<file path="src/rtl/wsq_pkg.sv">
package wsq_pkg;
   // index of the worker that lies step places after base, wrapping at n
   function automatic int ring_step(input int base, input int step, input int n);
      return (base + step) % n;
   endfunction
endpackage

</file>
<file path="src/rtl/wsq_deque.sv">
module wsq_deque #(
   parameter int DEPTH = 4,
   parameter int DW    = 8,
   localparam int AW   = $clog2(DEPTH),
   localparam int CW   = $clog2(DEPTH + 1)
) (
   input  logic          clk,
   input  logic          rst_n,
   input  logic          push_en,
   input  logic [DW-1:0] push_data,
   input  logic          pop_en,
   input  logic          steal_en,
   output logic [DW-1:0] tail_data,
   output logic [DW-1:0] head_data,
   output logic [CW-1:0] count
);
   logic [DW-1:0] slots [DEPTH];
   logic [AW-1:0] head;
   logic [AW-1:0] tail_idx;
   logic [AW-1:0] wr_idx;

   assign tail_idx  = head + AW'(count) - AW'(1);
   // a same-cycle owner pop frees the tail slot for the incoming push
   assign wr_idx    = head + AW'(count) - AW'(pop_en);
   assign tail_data = slots[tail_idx];
   assign head_data = slots[head];

   always_ff @(posedge clk or negedge rst_n) begin
      if (!rst_n) begin
         head  <= '0;
         count <= '0;
      end else begin
         if (steal_en) head <= head + AW'(1);
         count <= count + CW'(push_en) - CW'(pop_en) - CW'(steal_en);
      end
   end

   always_ff @(posedge clk) begin
      if (push_en) slots[wr_idx] <= push_data;
   end
endmodule

</file>
<file path="src/rtl/wsq_steal_arb.sv">
module wsq_steal_arb #(
   parameter int NW  = 4,
   localparam int IW = (NW > 1) ? $clog2(NW) : 1
) (
   input  logic [NW-1:0] pop_req,
   input  logic [NW-1:0] nonempty,
   output logic [NW-1:0] own_pop,
   output logic [NW-1:0] steal_ok,
   output logic [IW-1:0] steal_from [NW],
   output logic [NW-1:0] victim_hit
);
   import wsq_pkg::*;

   logic [NW-1:0] claimed;

   always_comb begin
      logic found;
      int   cand;
      claimed  = '0;
      steal_ok = '0;
      own_pop  = pop_req & nonempty;
      for (int t = 0; t < NW; t++) begin
         steal_from[t] = '0;
         found = 1'b0;
         cand  = 0;
         for (int k = 1; k < NW; k++) begin
            if (!found && nonempty[ring_step(t, k, NW)]) begin
               found = 1'b1;
               cand  = ring_step(t, k, NW);
            end
         end
         if (pop_req[t] && !nonempty[t] && found) begin
            steal_from[t] = IW'(cand);
            // the owner outranks thieves; lower-index thieves claim first
            if (!own_pop[cand] && !claimed[cand]) begin
               steal_ok[t]   = 1'b1;
               claimed[cand] = 1'b1;
            end
         end
      end
      victim_hit = claimed;
   end
endmodule

</file>
<file path="src/rtl/wsq_term.sv">
module wsq_term #(
   parameter int NW = 4
) (
   input  logic          clk,
   input  logic          rst_n,
   input  logic [NW-1:0] nonempty,
   input  logic [NW-1:0] worker_idle,
   input  logic [NW-1:0] push_valid,
   output logic          done
);
   always_ff @(posedge clk or negedge rst_n) begin
      if (!rst_n) done <= 1'b0;
      else        done <= (nonempty == '0) && (&worker_idle) && (push_valid == '0);
   end
endmodule

</file>
<file path="src/rtl/wsq_distributor.sv">
module wsq_distributor #(
   parameter int NW    = 4,
   parameter int DEPTH = 4,
   parameter int DW    = 8
) (
   input  logic           clk,
   input  logic           rst_n,
   input  logic [NW-1:0]  push_valid,
   input  logic [NW*DW-1:0] push_data,
   output logic [NW-1:0]  push_ready,
   input  logic [NW-1:0]  pop_req,
   output logic [NW-1:0]  pop_grant,
   output logic [NW*DW-1:0] pop_data,
   output logic [NW-1:0]  pop_stolen,
   input  logic [NW-1:0]  worker_idle,
   output logic           done
);
   localparam int CW = $clog2(DEPTH + 1);
   localparam int IW = (NW > 1) ? $clog2(NW) : 1;

   if (NW < 2) begin : g_bad_nw
      $error("wsq_distributor: NW must be at least 2");
   end
   if (DEPTH < 2 || (DEPTH & (DEPTH - 1)) != 0) begin : g_bad_depth
      $error("wsq_distributor: DEPTH must be a power of two, at least 2");
   end
   if (DW < 1) begin : g_bad_dw
      $error("wsq_distributor: DW must be positive");
   end

   logic [CW-1:0] q_cnt [NW];
   logic [DW-1:0] tail_d [NW];
   logic [DW-1:0] head_d [NW];
   logic [DW-1:0] sel_d  [NW];
   logic [NW-1:0] nonempty;
   logic [NW-1:0] push_en;
   logic [NW-1:0] own_pop;
   logic [NW-1:0] steal_ok;
   logic [NW-1:0] victim_hit;
   logic [IW-1:0] steal_from [NW];

   for (genvar w = 0; w < NW; w++) begin : g_worker
      assign nonempty[w]   = (q_cnt[w] != '0);
      assign push_ready[w] = (q_cnt[w] != CW'(DEPTH));
      assign push_en[w]    = push_valid[w] & push_ready[w];
      assign sel_d[w]      = own_pop[w] ? tail_d[w] : head_d[steal_from[w]];

      wsq_deque #(.DEPTH(DEPTH), .DW(DW)) u_q (
         .clk       (clk),
         .rst_n     (rst_n),
         .push_en   (push_en[w]),
         .push_data (push_data[w*DW +: DW]),
         .pop_en    (own_pop[w]),
         .steal_en  (victim_hit[w]),
         .tail_data (tail_d[w]),
         .head_data (head_d[w]),
         .count     (q_cnt[w])
      );

      always_ff @(posedge clk or negedge rst_n) begin
         if (!rst_n)                         pop_data[w*DW +: DW] <= '0;
         else if (own_pop[w] | steal_ok[w])  pop_data[w*DW +: DW] <= sel_d[w];
      end
   end

   wsq_steal_arb #(.NW(NW)) u_arb (
      .pop_req    (pop_req),
      .nonempty   (nonempty),
      .own_pop    (own_pop),
      .steal_ok   (steal_ok),
      .steal_from (steal_from),
      .victim_hit (victim_hit)
   );

   always_ff @(posedge clk or negedge rst_n) begin
      if (!rst_n) begin
         pop_grant  <= '0;
         pop_stolen <= '0;
      end else begin
         pop_grant  <= own_pop | steal_ok;
         pop_stolen <= steal_ok;
      end
   end

   wsq_term #(.NW(NW)) u_term (
      .clk         (clk),
      .rst_n       (rst_n),
      .nonempty    (nonempty),
      .worker_idle (worker_idle),
      .push_valid  (push_valid),
      .done        (done)
   );
endmodule

</file>
<file path="config.mk">
export PLATFORM = sky130hd
export DESIGN_NAME = wsq_distributor
export DESIGN_NICKNAME = d
export VERILOG_FILES = /design/src/rtl/wsq_pkg.sv /design/src/rtl/wsq_deque.sv /design/src/rtl/wsq_steal_arb.sv /design/src/rtl/wsq_term.sv /design/src/rtl/wsq_distributor.sv
export SDC_FILE = /design/constraint.sdc
export NUM_CORES = 1
export LEC_CHECK = 0
export BUFFER_PORTS_ARGS = -buffer_cell sky130_fd_sc_hd__buf_2
export CORE_UTILIZATION = 50
export CTS_CLUSTER_DIAMETER = 30
export DETAILED_ROUTE_END_ITERATION = 6
export GPL_TIMING_DRIVEN = 0
export PLACE_DENSITY = 0.66
export SETUP_SLACK_MARGIN = 0.4
export SLEW_MARGIN = 10
export SYNTH_ARGS = -nofsm -noshare
export SYNTH_HDL_FRONTEND = slang
export SYNTH_SLANG_ARGS = --single-unit
</file>
<file path="constraint.sdc">
create_clock -name clk -period 3.4 [get_ports clk]
set_clock_uncertainty 0.1 [all_clocks]
set_input_delay 0.17 -clock clk [delete_from_list [all_inputs] [get_ports clk]]
set_output_delay 0.17 -clock clk [all_outputs]
set_load 0.05 [all_outputs]
</file>
==> results of run 1 <==
## critical path, stage by stage (launching register included)
cell,delay [ns]
dfrtp_1,0.38
buf_6,0.13
or3_1,0.37
buf_6,0.15
o211ai_1,0.07
o211ai_1,0.15
a211oi_2,0.38
inv_1,0.11
fa_2,0.49
ha_4,0.19
ha_4,0.16
xnor2_2,0.13
xnor2_1,0.13
## registers in the layout, summed over array words and instances, names as in the netlist
name and cells:
pop_stolen 4, g_worker.u_q.count 12, pop_grant 4, g_worker.u_q.slots 128, g_worker.u_q.head 8, pop_data 32
u_term.done 1
## through the flow
step           worst slack [ns]  cell area, sq um  hold slack [ns]  utilization [%]  std cells
3_3_place_gp            -0.3971             10220           0.2768            54.80        992
2_1_floorplan            0.4160              9488          -0.2256                -        671
3_5_place_dp            -0.2645             10250           0.2105            54.97        992
4_1_cts                  0.2491             11510          0.06694            61.77       1067
6_report                 0.3297             11810          0.09926            63.36       1085
5_1_grt                  0.2679             11810           0.1384            63.36       1085
## layout make-up
class,instances,area [sq um],share of cell area [%]
Multi-Input combinational cell,413,4130,34.97
Buffer,35,242.7,2.055
Clock buffer,20,446.7,3.782
Timing Repair Buffer,148,1033,8.750
Clock inverter,12,157.7,1.335
Tap cell,234,292.8,2.479
Sequential cell,189,5376,45.52
Inverter,34,131.4,1.112
## how the worst max path moves through the flow
| stage | startpoint | endpoint | slack [ns] | depth (start not counted) |
|---|---|---|---|---|
| 2_1_floorplan | g_worker[0].u_q.count[1] | g_worker[3].u_q.count[2] | 0.42 | 11 |
| 3_3_place_gp | g_worker[1].u_q.count[0] | g_worker[1].u_q.slots[3][0] | -0.40 | 6 |
| 3_5_place_dp | g_worker[2].u_q.count[0] | g_worker[0].u_q.count[2] | -0.26 | 11 |
| 4_1_cts | g_worker[3].u_q.count[1] | g_worker[0].u_q.count[2] | 0.25 | 14 |
| 5_1_grt | g_worker[0].u_q.count[1] | g_worker[1].u_q.count[2] | 0.27 | 12 |
| 6_report | g_worker[0].u_q.count[1] | g_worker[1].u_q.count[2] | 0.33 | 12 |
## repair_timing
item,CTS,global route
hold endpoints to repair,190,0
pin swaps,12,20
setup buffers,8,18
hold buffers,35,0
resized for setup,55,41
cloned,0,0
endpoints found under the setup margin,143,105
## logic make-up (layout without fill, tap and decap cells)
family          count (synthesis)  after routing  synth area share, %
xor+xnor                       32             32                2.954
compound gates                142            142                10.63
simple gates                  128            128                6.093
buf+inv                        69            249                3.574
fa+ha+maj                      24             24                3.482
flops                         189            189                56.60
mux                            87             87                16.67
## metal layers
metal	track usage, %	part of all wire [%]	up-vias
li1	-	-	2976
met1	36.61	41	3453
met2	41.74	48	339
met3	5.643	8.2	64
met4	10.64	3.4	0
met5	0	0	-
## layout by cell type (no fill, tap or decap), drive strengths merged, types with 3 or more instances in the layout
cell,instances
o21a,3
and3,3
buf,126
a211oi,7
xnor2,22
ha,20
o221ai,11
nor3,18
nor4b,3
nand2,54
o211ai,19
inv,38
a31oi,3
xor2,10
a21oi,29
or3,6
clkbuf,42
bufinv,3
dlygate4sd3,35
mux2i,30
fa,4
a221o,9
edfxtp,128
a22oi,22
nand3,3
o22ai,15
o21ai,13
mux4,55
nor2,33
dfrtp,61
clkinv,4
==> metrics.txt, run 1 <==
# TYPE chip_impl_metric gauge
chip_impl_info{name="run_status",value="finished, final reports clean"} 1
chip_impl_metric{name="setup_tns",unit="ns"} 0
chip_impl_metric{name="grtUsageTotal",unit="%"} 26.66
chip_impl_metric{name="num_antenna_cells",unit=""} 0
chip_impl_metric{name="endpoints_failing_hold",unit=""} 0
chip_impl_metric{name="clkSinkCount",unit=""} 189
chip_impl_info{name="cts-root-buf",value="clkbuf_16"} 1
chip_impl_info{name="most_common_cell_in_the_synthesized_netlist",value="edfxtp_1"} 1
chip_impl_metric{name="drc",unit=""} 0
chip_impl_metric{name="first_global_vias",unit=""} 6748
chip_impl_metric{name="setup-violations-final",unit=""} 0
chip_impl_metric{name="worstRegToRegCells",unit=""} 12
chip_impl_metric{name="pin_count_of_the_biggest_net_entering_global_routing",unit=""} 62
chip_impl_metric{name="synthToLayoutAreaGrowth",unit="%"} 24.49
chip_impl_metric{name="iter_0_drt_violations",unit=""} 746
chip_impl_metric{name="layout_cell_share_with_drive_strength_beyond_1",unit="%"} 33.02
chip_impl_metric{name="avgViaCountPerCell",unit=""} 6.297
chip_impl_metric{name="die_y",unit="um"} 139.8
chip_impl_metric{name="slew_violations",unit=""} 0
chip_impl_metric{name="worst-endpoint-arrival",unit="ns"} 3.28
chip_impl_info{name="hold_start",value="pop_req[0]"} 1
chip_impl_metric{name="design.final.nets",unit=""} 908
chip_impl_metric{name="finalCritPeriodShare",unit="%"} 90.30
chip_impl_metric{name="effective_utilization_at_floorplan",unit="%"} 50.89
chip_impl_metric{name="period_needed",unit="ns"} 3.070
chip_impl_metric{name="synth-edff-count",unit=""} 128
chip_impl_info{name="rr_startpoint",value="g_worker[0].u_q.count[1]"} 1
chip_impl_metric{name="final_antenna_net_count",unit=""} 0
chip_impl_metric{name="yosysWarnings",unit=""} 0
chip_impl_metric{name="cap_violations",unit=""} 0
chip_impl_metric{name="place.gp.congestion",unit=""} 0.9571
chip_impl_metric{name="ctsHtreeMaxLevel",unit=""} 4
chip_impl_info{name="r2r-end",value="g_worker[1].u_q.count[2]"} 1
chip_impl_metric{name="die_width",unit="um"} 139.8
chip_impl_metric{name="clk_pin_slew",unit="ns"} 0.07
chip_impl_metric{name="ys_seq_elements",unit=""} 189
chip_impl_metric{name="asyncSetResetFlopFracSynth",unit="%"} 32.28
chip_impl_metric{name="synth.cell_area",unit="sq um"} 9488
chip_impl_metric{name="detail_route.first_pass.iterations",unit=""} 7
chip_impl_info{name="ys.flop_type",value="edfxtp_1"} 1
chip_impl_metric{name="die-area",unit="sq um"} 19530
chip_impl_metric{name="worst-slew-pin-transition",unit="ns"} 0.8794
chip_impl_info{name="rsz0062_at_grt",value="true"} 1
chip_impl_metric{name="wirelength",unit="um"} 25460
chip_impl_metric{name="std_cell_rows",unit=""} 50
chip_impl_metric{name="antenna_found_initial",unit=""} 0
chip_impl_metric{name="synth_area_per_cell",unit="sq um"} 14.14
chip_impl_metric{name="synthCells",unit=""} 671
chip_impl_metric{name="cts-buffers-inserted",unit=""} 17
chip_impl_metric{name="achievable-frequency",unit="GHz"} 0.3257
chip_impl_info{name="critPathLaunchType",value="register"} 1
chip_impl_metric{name="worst-path-max-fanout",unit=""} 5
chip_impl_metric{name="synth_sequential_area_ratio",unit="%"} 56.60
chip_impl_metric{name="postSynthNetCount",unit=""} 741
chip_impl_metric{name="filler_cell_count",unit=""} 1397
chip_impl_info{name="synth_commonest_cells",value="edfxtp_1 (128), dfrtp_1 (61), nand2_1 (54), mux4_2 (47)"} 1
chip_impl_metric{name="port_buffers",unit=""} 87
chip_impl_metric{name="route.detailed.wl_per_inst",unit="um"} 23.47
chip_impl_info{name="timing.hold.worst_endpoint",value="pop_data[7]"} 1
chip_impl_metric{name="wire_length_of_the_first_global_routing_pass",unit="um"} 38450
chip_impl_metric{name="setup.reg_to_reg.worst_slack",unit="ns"} 0.33
chip_impl_info{name="synth_area_leaders",value="edfxtp_1 (41%), dfrtp_1 (16%), mux4_2 (11%), mux2i_1 (3.2%), ha_1 (2.6%)"} 1
chip_impl_metric{name="hold_path_cells",unit=""} 4
chip_impl_metric{name="cp.required",unit="ns"} 3.61
chip_impl_info{name="post_synthesis_cell_type_with_the_largest_combined_area",value="edfxtp_1"} 1
chip_impl_metric{name="top_level_ports",unit=""} 91
chip_impl_metric{name="yosys.area.top_type_share",unit="%"} 40.51
chip_impl_metric{name="yosysUniqueCellTypes",unit=""} 52
chip_impl_info{name="worstSetupEndpointType",value="register"} 1
chip_impl_metric{name="coreArea",unit="sq um"} 18640
chip_impl_metric{name="max-slew-margin-rel",unit="%"} 41.37
chip_impl_metric{name="clock_tree.buffer_depth",unit=""} 2
chip_impl_info{name="worst_hold_path_type",value="primary input to register"} 1
chip_impl_info{name="cts_tree",value="yes"} 1
chip_impl_metric{name="routed-via-count",unit=""} 6832
chip_impl_info{name="class_of_the_most_critical_setup_path",value="register to register"} 1
chip_impl_metric{name="place.detailed.hpwl",unit="um"} 17500
chip_impl_metric{name="clock_latency",unit="ns"} 0.43
chip_impl_metric{name="sum_of_overflow_across_all_layers_after_global_routing",unit=""} 0
Power of run 1 is left out: the tool's default activity adds up to more than one toggle a clock period on the data nets, which glitch-free logic cannot reach.
==> run 2, diff against run 1 <==
--- a/config.mk
+++ b/config.mk
@@ -11,6 +11,7 @@
 export DETAILED_ROUTE_END_ITERATION = 6
 export GPL_TIMING_DRIVEN = 0
 export PLACE_DENSITY = 0.66
+export REMOVE_ABC_BUFFERS = 1
 export SETUP_SLACK_MARGIN = 0.4
 export SLEW_MARGIN = 10
 export SYNTH_ARGS = -nofsm -noshare
==> run 2 against run 1 <==
Register-to-register slack gained 0.11 ns; first-iteration DRC count fell by 21%; highest routed layer unchanged; wire length shrank 3.6%; global-route usage decreased by 0.46 points; die area unchanged; final area shrank 1.9%; setup slack gained 0.11 ns.
==> metrics.txt, run 2 (synthesized netlist as in run 1, its figures left out) <==
# TYPE chip_impl_metric gauge
chip_impl_info{name="run_status",value="finished, final reports clean"} 1
chip_impl_metric{name="layout_cell_share_with_drive_strength_beyond_1",unit="%"} 32.68
chip_impl_metric{name="finish.utilization",unit="%"} 62.17
chip_impl_metric{name="clock_tree.buffer_depth",unit=""} 2
chip_impl_metric{name="worst-endpoint-arrival",unit="ns"} 3.22
chip_impl_metric{name="port_buffers",unit=""} 90
chip_impl_metric{name="pin_count_of_the_biggest_net_entering_global_routing",unit=""} 62
chip_impl_metric{name="achievable-frequency",unit="GHz"} 0.3375
chip_impl_metric{name="dr_wl_met2",unit="um"} 11900
chip_impl_metric{name="worstRegToRegCells",unit=""} 11
chip_impl_metric{name="period_needed",unit="ns"} 2.963
chip_impl_metric{name="detail_route.first_pass.iterations",unit=""} 5
chip_impl_metric{name="wire_length_of_the_first_global_routing_pass",unit="um"} 37730
chip_impl_metric{name="die_y",unit="um"} 139.8
chip_impl_metric{name="std_cell_rows",unit=""} 50
chip_impl_metric{name="coreArea",unit="sq um"} 18640
chip_impl_metric{name="ctsHtreeMaxLevel",unit=""} 4
chip_impl_metric{name="detail_route.wirelength.met1",unit="um"} 10310
chip_impl_metric{name="route.detailed.wl_per_inst",unit="um"} 23.29
chip_impl_metric{name="finalCritPeriodShare",unit="%"} 87.15
chip_impl_info{name="r2r-end",value="g_worker[2].u_q.count[2]"} 1
chip_impl_info{name="layout.cells.most_common",value="edfxtp_1"} 1
chip_impl_metric{name="place.gp.congestion",unit=""} 0.9438
chip_impl_metric{name="clock_latency",unit="ns"} 0.44
chip_impl_info{name="biggestRegsByFlops",value="g_worker.u_q.slots x128, pop_data x32, g_worker.u_q.count x12"} 1
chip_impl_metric{name="final_design_area_no_fill",unit="sq um"} 11590
chip_impl_metric{name="wirelength",unit="um"} 24550
chip_impl_metric{name="worst-slew-pin-transition",unit="ns"} 1.147
chip_impl_metric{name="grtUsageTotal",unit="%"} 26.21
chip_impl_metric{name="iter_0_drt_violations",unit=""} 589
chip_impl_info{name="rsz0062_at_grt",value="true"} 1
chip_impl_metric{name="fin_ws",unit="ns"} 0.4368
chip_impl_metric{name="multi_input_comb_area",unit="sq um"} 4131
chip_impl_metric{name="antenna_found_initial",unit=""} 0
chip_impl_info{name="highest_layer",value="met4"} 1
chip_impl_metric{name="largest_register_ffs",unit=""} 128
chip_impl_metric{name="timing.critical_path.slowest_cell_delay",unit="ns"} 0.46
chip_impl_metric{name="final_antenna_net_count",unit=""} 0
chip_impl_metric{name="sum_of_overflow_across_all_layers_after_global_routing",unit=""} 0
chip_impl_metric{name="first_global_vias",unit=""} 6658
chip_impl_metric{name="placement.cell_area",unit="sq um"} 10130
chip_impl_metric{name="setup-violations-final",unit=""} 0
chip_impl_metric{name="drc",unit=""} 0
chip_impl_metric{name="avgViaCountPerCell",unit=""} 6.332
chip_impl_metric{name="cp.required",unit="ns"} 3.66
chip_impl_metric{name="effective_utilization_at_floorplan",unit="%"} 50.89
chip_impl_metric{name="top_level_ports",unit=""} 91
chip_impl_metric{name="design.final.nets",unit=""} 877
chip_impl_info{name="cts-root-buf",value="clkbuf_16"} 1
chip_impl_info{name="timing.hold.worst_endpoint",value="g_worker[0].u_q.head[0]"} 1
chip_impl_metric{name="cts-buffers-inserted",unit=""} 17
chip_impl_metric{name="endpoints_failing_hold",unit=""} 0
chip_impl_metric{name="placement.setup.worst_slack",unit="ns"} -0.4951
chip_impl_info{name="crit_path_top_delay_cell",value="dfrtp_2"} 1
chip_impl_info{name="hold_start",value="pop_req[3]"} 1
chip_impl_metric{name="routed-via-count",unit=""} 6674
chip_impl_info{name="class_of_the_most_critical_setup_path",value="register to register"} 1
chip_impl_metric{name="worst-path-max-fanout",unit=""} 9
chip_impl_metric{name="synthToLayoutAreaGrowth",unit="%"} 22.17
chip_impl_metric{name="slew_violations",unit=""} 0
chip_impl_metric{name="worstPathBufferInverterCount",unit=""} 2
chip_impl_info{name="worst_hold_path_type",value="primary input to register"} 1
chip_impl_metric{name="hold_path_cells",unit=""} 4
chip_impl_metric{name="route.met3.wl",unit="um"} 1601
chip_impl_info{name="worstSetupEndpointType",value="register"} 1
chip_impl_metric{name="cap_violations",unit=""} 0
chip_impl_info{name="commonest_non_fill_non_tap_cells_in_the_layout",value="edfxtp_1 (128), buf_2 (89), nand2_1 (54)"} 1
chip_impl_metric{name="setup.reg_to_reg.worst_slack",unit="ns"} 0.44
chip_impl_metric{name="clkSinkCount",unit=""} 189
chip_impl_metric{name="max-slew-margin-rel",unit="%"} 23.38
chip_impl_metric{name="fin_hold_ws",unit="ns"} 0.1080
chip_impl_info{name="critical_path.top_delay_family",value="simple AND/OR/NAND/NOR gates"} 1
chip_impl_metric{name="filler_cell_count",unit=""} 1421
chip_impl_info{name="largest-register",value="g_worker.u_q.slots"} 1
chip_impl_info{name="path_cells",value="buf_4 > nor3_4 > nand4_1 > o32a_2 > nor2_2 > fa_1 > inv_1 > ha_1 > ha_1 > xnor2_1 > xnor2_1"} 1
chip_impl_info{name="rr_startpoint",value="g_worker[0].u_q.count[2]"} 1
chip_impl_metric{name="clk_pin_slew",unit="ns"} 0.07
chip_impl_metric{name="place.detailed.hpwl",unit="um"} 17020
chip_impl_info{name="cts_tree",value="yes"} 1
chip_impl_metric{name="num_antenna_cells",unit=""} 0
chip_impl_metric{name="storage_element_area",unit="sq um"} 5383
chip_impl_info{name="critPathLaunchType",value="register"} 1
chip_impl_metric{name="die-area",unit="sq um"} 19530
chip_impl_metric{name="die_width",unit="um"} 139.8
-- run 2: changes by cell type in the layout (fill, tap and decap cells not counted), moves of 3 or more --
cell,previous run,this run
dfrtp_2,5,10
clkbuf_1,14,1
clkbuf_4,3,0
dfrtp_1,56,51
nor2_4,7,4
clkbuf_2,6,0
nor3_4,8,11
buf_6,9,2
-- run 2: worst reg2reg max path, cell delays in order, from the launching register on --
cell and delay (ns):
dfrtp_2 0.46, buf_4 0.16, nor3_4 0.41, nand4_1 0.21, o32a_2 0.25, nor2_2 0.21, fa_1 0.46, inv_1 0.07
ha_1 0.13, ha_1 0.15, xnor2_1 0.13, xnor2_1 0.14
-- run 2: stage by stage --
stage	setup TNS (ns)	std cells
floorplan	-0.6101	636
global placement	-97.49	960
detailed placement	-18.76	964
CTS	0	1040
global route	0	1054
finish	0	1054
-- run 2: layout make-up --
cell class              instances  area share (%)
flip-flops and latches        189           46.44
multi-input cells             413           35.64
repair buffers                152           9.024
clock buffers                  18           3.703
well taps                     234           2.526
clock inverters                14           1.533
inverters                      34           1.133
-- run 2: worst max path at each step --
| stage | from | to | slack [ns] | depth (start not counted) |
|---|---|---|---|---|
| finish | g_worker[0].u_q.count[2] | g_worker[2].u_q.count[2] | 0.44 | 11 |
| global route | g_worker[0].u_q.count[2] | g_worker[2].u_q.count[2] | 0.28 | 11 |
| CTS | g_worker[0].u_q.count[2] | g_worker[2].u_q.count[2] | 0.39 | 11 |
| detailed placement | g_worker[3].u_q.count[0] | g_worker[3].u_q.slots[3][6] | -0.50 | 5 |
| global placement | g_worker[2].u_q.count[0] | pop_data[6] | -1.45 | 6 |
| floorplan | g_worker[2].u_q.count[0] | pop_data[5] | -0.14 | 6 |
-- run 2: metal layers --
layer  up-vias  GRT usage, %
li1       2902             -
met1      3410         36.32
met2       299         41.71
met3        63         4.370
met4         0         10.01
met5         -             0
-- run 2: what timing repair did --
| item | CTS | global route |
|---|---|---|
| endpoints found under the setup margin | 150 | 125 |
| resized for setup | 45 | 23 |
| hold endpoints to repair | 190 | 0 |
| pin swaps | 5 | 11 |
| hold buffers | 35 | 0 |
| setup buffers | 9 | 14 |
Power of run 2 is left out for the same reason.
==> run 3, diff against run 2 <==
--- a/config.mk
+++ b/config.mk
@@ -5,12 +5,13 @@
 export SDC_FILE = /design/constraint.sdc
 export NUM_CORES = 1
 export LEC_CHECK = 0
-export BUFFER_PORTS_ARGS = -buffer_cell sky130_fd_sc_hd__buf_2
+export BUFFER_PORTS_ARGS = -buffer_cell sky130_fd_sc_hd__buf_4
 export CORE_UTILIZATION = 50
 export CTS_CLUSTER_DIAMETER = 30
 export DETAILED_ROUTE_END_ITERATION = 6
 export GPL_TIMING_DRIVEN = 0
 export PLACE_DENSITY = 0.66
+export RECOVER_POWER = 25
 export REMOVE_ABC_BUFFERS = 1
 export SETUP_SLACK_MARGIN = 0.4
 export SLEW_MARGIN = 10
==> run 3 against run 2 <==
Count of clock-buffer cells in the layout is 1 higher; maximum frequency decreased by 3.8%; first-iteration DRC count is 0.34% higher; register-to-register slack worse by 0.12 ns; sequential share of layout area rose by 0.20 points.
==> metrics.txt, run 3 (synthesized netlist as in run 1, its figures left out) <==
# TYPE chip_impl_metric gauge
chip_impl_metric{name="port_buffers",unit=""} 90
chip_impl_metric{name="drc",unit=""} 0
chip_impl_metric{name="multi_input_comb_area",unit="sq um"} 4126
chip_impl_info{name="path_cells",value="nor4b_4 > o32ai_4 > o32a_2 > nor2_1 > fa_1 > inv_1 > ha_1 > ha_1 > xnor2_1 > xnor2_1"} 1
chip_impl_metric{name="period_needed",unit="ns"} 3.080
chip_impl_metric{name="final_design_area_no_fill",unit="sq um"} 11530
chip_impl_metric{name="coreArea",unit="sq um"} 18640
chip_impl_metric{name="effective_utilization_at_floorplan",unit="%"} 50.89
chip_impl_info{name="commonest_non_fill_non_tap_cells_in_the_layout",value="edfxtp_1 (128), buf_4 (71), dfrtp_1 (54)"} 1
chip_impl_info{name="critical_path.top_delay_family",value="adder cells"} 1
chip_impl_metric{name="die-area",unit="sq um"} 19530
chip_impl_info{name="critPathLaunchType",value="register"} 1
chip_impl_info{name="biggestRegsByFlops",value="g_worker.u_q.slots x128, pop_data x32, g_worker.u_q.count x12"} 1
chip_impl_metric{name="std_cell_rows",unit=""} 50
chip_impl_metric{name="achievable-frequency",unit="GHz"} 0.3247
chip_impl_metric{name="sum_of_overflow_across_all_layers_after_global_routing",unit=""} 0
chip_impl_info{name="worstSetupEndpointType",value="register"} 1
chip_impl_metric{name="detail_route.first_pass.iterations",unit=""} 6
chip_impl_metric{name="layout_cell_share_with_drive_strength_beyond_1",unit="%"} 27.14
chip_impl_info{name="crit_path_top_delay_cell",value="dfrtp_2"} 1
chip_impl_metric{name="placement.cell_area",unit="sq um"} 10360
chip_impl_metric{name="largest_register_ffs",unit=""} 128
chip_impl_metric{name="cp.required",unit="ns"} 3.65
chip_impl_metric{name="clock_tree.buffer_depth",unit=""} 2
chip_impl_metric{name="top_level_ports",unit=""} 91
chip_impl_metric{name="routed-via-count",unit=""} 6627
chip_impl_info{name="cts_tree",value="yes"} 1
chip_impl_metric{name="wirelength",unit="um"} 24450
chip_impl_metric{name="ctsHtreeMaxLevel",unit=""} 4
chip_impl_metric{name="fin_hold_ws",unit="ns"} 0.06125
chip_impl_metric{name="antenna_found_initial",unit=""} 0
chip_impl_metric{name="timing.critical_path.slowest_cell_delay",unit="ns"} 0.50
chip_impl_metric{name="grtUsageTotal",unit="%"} 26.28
chip_impl_metric{name="finalCritPeriodShare",unit="%"} 90.59
chip_impl_metric{name="place.detailed.hpwl",unit="um"} 16940
chip_impl_metric{name="cts-buffers-inserted",unit=""} 17
chip_impl_metric{name="die_width",unit="um"} 139.8
chip_impl_metric{name="worst-path-max-fanout",unit=""} 7
chip_impl_metric{name="final_antenna_net_count",unit=""} 0
chip_impl_metric{name="worst-endpoint-arrival",unit="ns"} 3.33
chip_impl_metric{name="dp_cells",unit=""} 964
chip_impl_metric{name="post_layout_cell_count",unit=""} 1041
chip_impl_metric{name="die_y",unit="um"} 139.8
chip_impl_metric{name="max-slew-margin-rel",unit="%"} 24.47
chip_impl_metric{name="route.detailed.wl_per_inst",unit="um"} 23.48
chip_impl_metric{name="cap_violations",unit=""} 0
chip_impl_metric{name="clkSinkCount",unit=""} 189
chip_impl_metric{name="filler_cell_count",unit=""} 1398
chip_impl_metric{name="worst-slew-pin-transition",unit="ns"} 1.131
chip_impl_metric{name="clk_pin_slew",unit="ns"} 0.07
chip_impl_metric{name="first_global_vias",unit=""} 6680
chip_impl_metric{name="pin_count_of_the_biggest_net_entering_global_routing",unit=""} 62
chip_impl_metric{name="worstPathBufferInverterCount",unit=""} 1
chip_impl_metric{name="design.final.nets",unit=""} 864
chip_impl_metric{name="storage_element_area",unit="sq um"} 5379
chip_impl_metric{name="iter_0_drt_violations",unit=""} 591
chip_impl_metric{name="setup.reg_to_reg.worst_slack",unit="ns"} 0.32
chip_impl_info{name="cts-root-buf",value="clkbuf_16"} 1
chip_impl_info{name="run_status",value="finished, final reports clean"} 1
chip_impl_info{name="worst_hold_path_type",value="primary input to register"} 1
chip_impl_info{name="layout.cells.most_common",value="edfxtp_1"} 1
chip_impl_metric{name="num_antenna_cells",unit=""} 0
chip_impl_metric{name="place.gp.congestion",unit=""} 0.9789
chip_impl_metric{name="setup-violations-final",unit=""} 0
chip_impl_metric{name="avgViaCountPerCell",unit=""} 6.366
chip_impl_metric{name="wire_length_of_the_first_global_routing_pass",unit="um"} 37870
chip_impl_metric{name="setup_tns",unit="ns"} 0
chip_impl_info{name="class_of_the_most_critical_setup_path",value="register to register"} 1
chip_impl_info{name="rsz0062_at_grt",value="true"} 1
chip_impl_info{name="largest-register",value="g_worker.u_q.slots"} 1
chip_impl_metric{name="endpoints_failing_hold",unit=""} 0
chip_impl_metric{name="clock_latency",unit="ns"} 0.43
chip_impl_metric{name="synthToLayoutAreaGrowth",unit="%"} 21.55
chip_impl_metric{name="slew_violations",unit=""} 0
==> run 3: timing repair <==
action	CTS	global route
hold buffers	35	0
setup endpoints to repair	149	128
resized for setup	34	24
endpoints found under the hold margin	190	0
pin swaps	3	5
setup buffers	2	8
==> run 3: worst register-to-register path, stage by stage (launching register included) <==
cell and delay [ns]:
dfrtp_2 0.50, nor4b_4 0.47, o32ai_4 0.18, o32a_2 0.37
nor2_1 0.29, fa_1 0.49, inv_1 0.07, ha_1 0.14
ha_1 0.15, xnor2_1 0.13, xnor2_1 0.13
==> run 3: cell type report <==
cell class	count	area share [%]
Sequential cell	189	46.64
Tap cell	234	2.539
Inverter	34	1.118
Timing Repair Buffer	139	9.081
Multi-Input combinational cell	413	35.78
Clock inverter	13	0.9982
Clock buffer	19	3.841
==> run 3: final timing paths <==
check,from,to,depth (start not counted)
worst max-delay path,g_worker[0].u_q.count[1],g_worker[2].u_q.count[2],10
worst min-delay path,pop_req[3],g_worker[0].u_q.head[0],4
worst max register to register,g_worker[0].u_q.count[1],g_worker[2].u_q.count[2],10
worst min register to register,pop_data[9],pop_data[9],2
max in group asynchronous,rst_n,g_worker[2].u_q.head[0],2
min in group asynchronous,rst_n,pop_grant[3],2
==> run 3: metal layers <==
layer / track usage (%) / share of wire, % / vias to the layer above
met5: 0 / 0 / -
met3: 5.368 / 6.8 / 60
met4: 10.24 / 3.0 / 0
met2: 41.47 / 48 / 296
met1: 36.03 / 42 / 3383
li1: - / - / 2888
==> run 3: through the flow <==
| stage | worst slack (ns) | utilization, % |
|---|---|---|
| final | 0.3199 | 61.86 |
| after global routing | 0.2321 | 61.86 |
| after CTS | 0.2369 | 61.52 |
| after detailed placement | -0.3669 | 55.58 |
| after global placement | -1.420 | 54.95 |
| after floorplan | -0.1358 | - |
Power of run 3 is left out for the same reason.
